<file path="config.mk">
export PLATFORM = sky130hd
export DESIGN_NAME = pc_branch_unit
export DESIGN_NICKNAME = d
export VERILOG_FILES = /design/src/rtl/pcb_pkg.sv /design/src/rtl/pcb_decide.sv /design/src/rtl/pcb_guard.sv /design/src/rtl/pc_branch_unit.sv
export SDC_FILE = /design/constraint.sdc
export NUM_CORES = 1
export LEC_CHECK = 0
export BUFFER_PORTS_ARGS = -buffer_cell sky130_fd_sc_hd__buf_4
export CAP_MARGIN = 25
export CORE_MARGIN = 2
export CORE_UTILIZATION = 55
export CTS_CLUSTER_SIZE = 8
export DETAILED_ROUTE_END_ITERATION = 8
export GPL_TIMING_DRIVEN = 0
export PLACE_DENSITY = 0.85
export SYNTH_ARGS = -nofsm -noshare
export SYNTH_HDL_FRONTEND = slang
export SYNTH_HIERARCHICAL = 1
export SYNTH_SLANG_ARGS = --single-unit
</file>
<file path="constraint.sdc">
create_clock -name clk -period 9.1 [get_ports clk]
set_clock_uncertainty 0.1 [all_clocks]
set_input_delay 0.455 -clock clk [delete_from_list [all_inputs] [get_ports clk]]
set_output_delay 0.455 -clock clk [all_outputs]
set_load 0.01 [all_outputs]
</file>
<file path="src/rtl/pcb_pkg.sv">
package pcb_pkg;

  localparam int FN_W = 5;

  typedef enum logic [FN_W-1:0] {
    FN_IF_POS  = 5'o30,
    FN_IF_NEG  = 5'o31,
    FN_IF_ZERO = 5'o32,
    FN_IF_OVF  = 5'o33,
    FN_GOTO    = 5'o34,
    FN_CALL    = 5'o35,
    FN_LOOP    = 5'o36,
    FN_STOP    = 5'o37
  } br_fn_e;

  typedef struct packed {
    logic z;
    logic n;
    logic v;
  } cc_t;

  // Branch condition for the codes that only move the counter.
  function automatic logic cond_met(input logic [FN_W-1:0] fn, input cc_t cc);
    case (fn)
      FN_IF_POS:  return !cc.z && !cc.n;
      FN_IF_NEG:  return cc.n;
      FN_IF_ZERO: return cc.z;
      FN_IF_OVF:  return cc.v;
      FN_GOTO:    return 1'b1;
      default:    return 1'b0;
    endcase
  endfunction

endpackage

</file>
<file path="src/rtl/pcb_decide.sv">
module pcb_decide
  import pcb_pkg::*;
#(
  parameter int W = 16
) (
  input  logic [FN_W-1:0] fn,
  input  cc_t             cc,
  input  logic [W-1:0]    pc,
  input  logic [W-1:0]    idx,
  output logic            jump,
  output logic            idx_we,
  output logic [W-1:0]    idx_wd,
  output logic            halt_req
);

  function automatic logic [W-1:0] idx_less_one(input logic [W-1:0] v);
    return v - W'(1);
  endfunction

  logic [W-1:0] idx_dec;
  assign idx_dec = idx_less_one(idx);

  always_comb begin
    jump     = 1'b0;
    idx_we   = 1'b0;
    idx_wd   = idx_dec;
    halt_req = 1'b0;
    case (fn)
      FN_CALL: begin
        idx_we = 1'b1;
        idx_wd = pc;
        jump   = 1'b1;
      end
      FN_LOOP: begin
        idx_we = 1'b1;
        jump   = |idx_dec;
      end
      FN_STOP: halt_req = 1'b1;
      default: jump = cond_met(fn, cc);
    endcase
  end

endmodule

</file>
<file path="src/rtl/pcb_guard.sv">
module pcb_guard #(
  parameter int CNT_W     = 16,
  parameter int DEF_LIMIT = 100
) (
  input  logic             clk,
  input  logic             rst_n,
  input  logic             fetch_go,
  input  logic             word_zero,
  input  logic [CNT_W-1:0] limit,
  output logic             trip_zero,
  output logic             trip_limit
);

  localparam logic [CNT_W-1:0] DEF_CNT = CNT_W'(DEF_LIMIT);

  logic             prev_zero;
  logic [CNT_W-1:0] fetch_cnt;
  logic [CNT_W-1:0] eff_limit;
  logic             accept;

  assign eff_limit  = (limit == '0) ? DEF_CNT : limit;
  assign trip_zero  = fetch_go && word_zero && prev_zero;
  assign trip_limit = fetch_go && (fetch_cnt >= eff_limit);
  assign accept     = fetch_go && !trip_zero && !trip_limit;

  always_ff @(posedge clk) begin
    if (!rst_n) begin
      prev_zero <= 1'b0;
      fetch_cnt <= '0;
    end else if (accept) begin
      prev_zero <= word_zero;
      fetch_cnt <= fetch_cnt + CNT_W'(1);
    end
  end

endmodule

</file>
<file path="src/rtl/pc_branch_unit.sv">
module pc_branch_unit
  import pcb_pkg::*;
#(
  parameter int          PC_W      = 16,
  parameter int          CNT_W     = 16,
  parameter int          DEF_LIMIT = 100,
  parameter logic [15:0] RESET_PC  = 16'h0000
) (
  input  logic             clk,
  input  logic             rst_n,
  input  logic             fetch_i,
  input  logic             word_zero_i,
  input  logic             exec_i,
  input  logic [FN_W-1:0]  func_i,
  input  logic [PC_W-1:0]  ea_i,
  input  logic             cc_zero_i,
  input  logic             cc_neg_i,
  input  logic             cc_ovf_i,
  input  logic [PC_W-1:0]  idx_i,
  input  logic [CNT_W-1:0] limit_i,
  output logic [PC_W-1:0]  pc_o,
  output logic             idx_we_o,
  output logic [PC_W-1:0]  idx_wdata_o,
  output logic             halt_o,
  output logic             zero_err_o,
  output logic             abort_o
);

  function automatic logic [PC_W-1:0] pc_step(input logic [PC_W-1:0] p);
    return p + PC_W'(1);
  endfunction

  // Named internal events, visible to the bound checker.
  logic stopped;
  logic exec_go;
  logic fetch_go;
  logic take_jump;
  logic halt_req;
  logic dec_we;
  logic trip_zero;
  logic trip_limit;
  logic fetch_ok;
  cc_t  cc;

  logic [PC_W-1:0] pc_q;
  logic            halt_q, zerr_q, abort_q;

  assign cc       = '{z: cc_zero_i, n: cc_neg_i, v: cc_ovf_i};
  assign stopped  = halt_q || zerr_q || abort_q;
  assign exec_go  = exec_i && !stopped;
  assign fetch_go = fetch_i && !exec_i && !stopped;
  assign fetch_ok = fetch_go && !trip_zero && !trip_limit;

  pcb_decide #(.W(PC_W)) u_decide (
    .fn       (func_i),
    .cc       (cc),
    .pc       (pc_q),
    .idx      (idx_i),
    .jump     (take_jump),
    .idx_we   (dec_we),
    .idx_wd   (idx_wdata_o),
    .halt_req (halt_req)
  );

  pcb_guard #(.CNT_W(CNT_W), .DEF_LIMIT(DEF_LIMIT)) u_guard (
    .clk        (clk),
    .rst_n      (rst_n),
    .fetch_go   (fetch_go),
    .word_zero  (word_zero_i),
    .limit      (limit_i),
    .trip_zero  (trip_zero),
    .trip_limit (trip_limit)
  );

  assign idx_we_o = exec_go && dec_we;

  always_ff @(posedge clk) begin
    if (!rst_n) begin
      pc_q <= PC_W'(RESET_PC);
    end else if (exec_go && take_jump) begin
      pc_q <= ea_i;
    end else if (fetch_ok) begin
      pc_q <= pc_step(pc_q);
    end
  end

  always_ff @(posedge clk) begin
    if (!rst_n) begin
      halt_q  <= 1'b0;
      zerr_q  <= 1'b0;
      abort_q <= 1'b0;
    end else begin
      if (exec_go && halt_req) halt_q  <= 1'b1;
      if (trip_zero)           zerr_q  <= 1'b1;
      if (trip_limit)          abort_q <= 1'b1;
    end
  end

  assign pc_o       = pc_q;
  assign halt_o     = halt_q;
  assign zero_err_o = zerr_q;
  assign abort_o    = abort_q;

endmodule

</file>
==> metrics <==
DRC 0; GRT Total Usage 28.7%; flops & latches, synth 36; uppermost routed layer met4; WP data arrival 4350 ps; Post-Route M1 WL 3930 um; r2r setup slk 5350 ps; max-cap violations 0; CP Launch Point limit_i[11]; fin. max-slew vios 0; CTS tree yes; hold_ws 341 ps; Routed Antenna Nets 0; hold_buf cts 0; RSZ-0062 raised after global routing false; Syn Inst Count 400; hold crit path type input port to register; setup tns final 0 ps; post-route cell area 3960 sq um; # setup viols final 0; CTS sink cnt 36; met3 routed WL 617 um; largest cells by area after synthesis dfxtp_1 24%, ha_1 8.2%, nand2_1 5.2%; post-synthesis sequential area ratio 23.6%; drt pass-1 iters 5; CORE AREA 5440 sq um; Slew headroom 46.6%; num rows 27; top-area cell type share of the netlist area 23.6%; largest net degree at the start of global routing 15; routed wl met2 4230 um; Placer Congestion 0.947; die area 6170 sq um; VDD IR max 0.0000903 V; crit path cell chain buf_4 > nor4_1 > and4_1 > nor2_1 > ha_1 > nand3_1 > nand3_1 > a22o_1 > clkbuf_1 > buf_2 > o41a_1 > nor3_2 > nand2_4 > clkbuf_1 > o31ai_1 > a31oi_1; Area growth syn-to-layout 29.6%; clock insertion delay at the later pin of the skew report 290 ps; Worst path max stage delay 480 ps; Synth Flop Type dfxtp_1; Crit Reg-Reg Startpoint u_guard/fetch_cnt[7]; syn nets 481; detailed placement HPWL 6820 um; Port-buffer cells 94; critical path type input port to register; setup ws final 4800 ps; type of origin of the critical path input port; Post-synth ARST share 0%; vias per inst 6.11; clk root buf clkbuf_8; CP max-delay cell o41a_1; layout cells sized above 1 23.9%; clk buf depth 2; final hold vios 0; count of different cell masters after synthesis 60; die height 78.5 um; worst reg2reg endpoint pc_o[7]; critical path capture point type register; Mapped Avg Cell Area 7.64 sq um; final wirelength 8930 um; vias in the first global route 3251; Overflow after GRT 0; worst-margin pin slew 791 ps; DR vias 3509; Pleak 0.00165 uW; Syn Std Cell Area 3060 sq um; Max FO, Critical Path 10; Avg WL per Cell 15.6 um; multi-input logic area 2180 sq um; pre-CTS WS 4630 ps; Synth area leader dfxtp_1; io pins 97; Max Clock Freq 233 MHz; Initial DRC Count 187; setup bufs post-CTS 0; Worst-path clk slew 70 ps; area post-placement 3850 sq um; first-pass GRT wire length 14400 um; status finished, final reports clean; CP required 9140 ps; CTS Buf Count 5; CP endpoint pc_o[7]; Syn. warnings 6; nets 582; Fill cells 426; CTS H-tree lvls 2; most numerous cell in the Yosys netlist nand2_1; Seq. cell area 721 sq um; Post-synth EDFFs 0; fin crit share 47.3%; PwrDens 100 nW/um^2; die width 78.5 um; antenna violations before repair 0; diode count 0; cts repair resizes 0; Commonest cells post-synth 42 x nand2_1, 36 x dfxtp_1, 28 x nor2_1; fin crit period 4300 ps; FF-to-FF path depth 12; Initial Util 56.2%; Power Total 398 uW
## report_power, final
group          total, uW  internal (uW)  leakage (uW)  switching (uW)
clock                137           81.3     0.0000552            55.7
combinational       90.5           45.5       0.00130            45.1
sequential           170            162      0.000292            7.86
## worst min-delay path by stage
stage                                      from  slack [ps]                    end  cells past startpoint
after CTS                               ea_i[0]         330                pc_o[0]                      3
after detailed placement  u_guard/fetch_cnt[15]         380  u_guard/fetch_cnt[15]                      2
after global routing                    ea_i[0]         330                pc_o[0]                      3
after global placement    u_guard/fetch_cnt[15]         360  u_guard/fetch_cnt[15]                      2
final                                   ea_i[0]         340                pc_o[0]                      3
after floorplan           u_guard/fetch_cnt[15]         350  u_guard/fetch_cnt[15]                      2
## registers in the layout (all words and copies together), names as in the netlist
| signal | count |
|---|---|
| zero_err_o | 1 |
| halt_o | 1 |
| u_guard/fetch_cnt | 16 |
| abort_o | 1 |
| u_guard/prev_zero | 1 |
| pc_o | 16 |
## kinds of logic (layout without fill, tap and decap cells)
logic type	count (synthesis)	count (layout)	share of synthesized area (%)
AO/OA/AOI/OAI	87	87	18.3
XOR/XNOR	14	14	4.01
adder cells (fa/ha/maj)	20	20	8.19
buffers and inverters	41	143	5.20
flip-flops	36	36	23.6
multiplexers	16	16	5.28
AND/OR/NAND/NOR	186	186	35.4
## layout make-up
| cell class | count | share of cell area (%) |
|---|---|---|
| Multi-Input combinational cell | 323 | 55.0 |
| Sequential cell | 36 | 18.2 |
| Timing Repair Buffer | 94 | 17.8 |
| Tap cell | 72 | 2.28 |
| Inverter | 22 | 2.09 |
| Buffer | 19 | 1.93 |
| Clock buffer | 6 | 1.83 |
| Clock inverter | 2 | 0.885 |
## routing by layer
layer	track usage, %	vias to the layer above
met2	47.5	156
met5	0	-
met3	4.60	23
met1	37.6	1631
li1	-	1699
met4	10.5	0
## worst max-delay path: cells and delay by family
| kind | cells | cell delay (ps) |
|---|---|---|
| AOI/OAI and AO/OA | 4 | 1090 |
| and+or+nand+nor | 7 | 1590 |
| adders and majority gates | 1 | 300 |
| buffers and inverters | 4 | 900 |
## stage by stage
stage,instances,util (%)
after floorplan,400,-
final,574,72.8
after detailed placement,566,70.8
after CTS,574,72.8
after global placement,566,70.8
after global routing,574,72.8
## cell usage in the layout, fill, tap and decap left out, drive strengths merged, types with 5 or more instances in the layout
cell	Yosys	final
o21ai	28	28
nand2	44	44
and3	8	8
or4	8	8
and4	8	8
a21oi	16	16
mux2i	15	15
xor2	8	8
a31oi	14	14
dfxtp	36	36
o31ai	10	10
nor3	5	5
nand3	12	12
or3	6	6
inv	22	22
xnor2	6	6
nor2	28	28
nand2b	14	14
clkbuf	15	21
nand4	16	16
buf	4	98
nor4	20	20
ha	20	20
No activity file was read; power rests on OpenSTA's default activity.
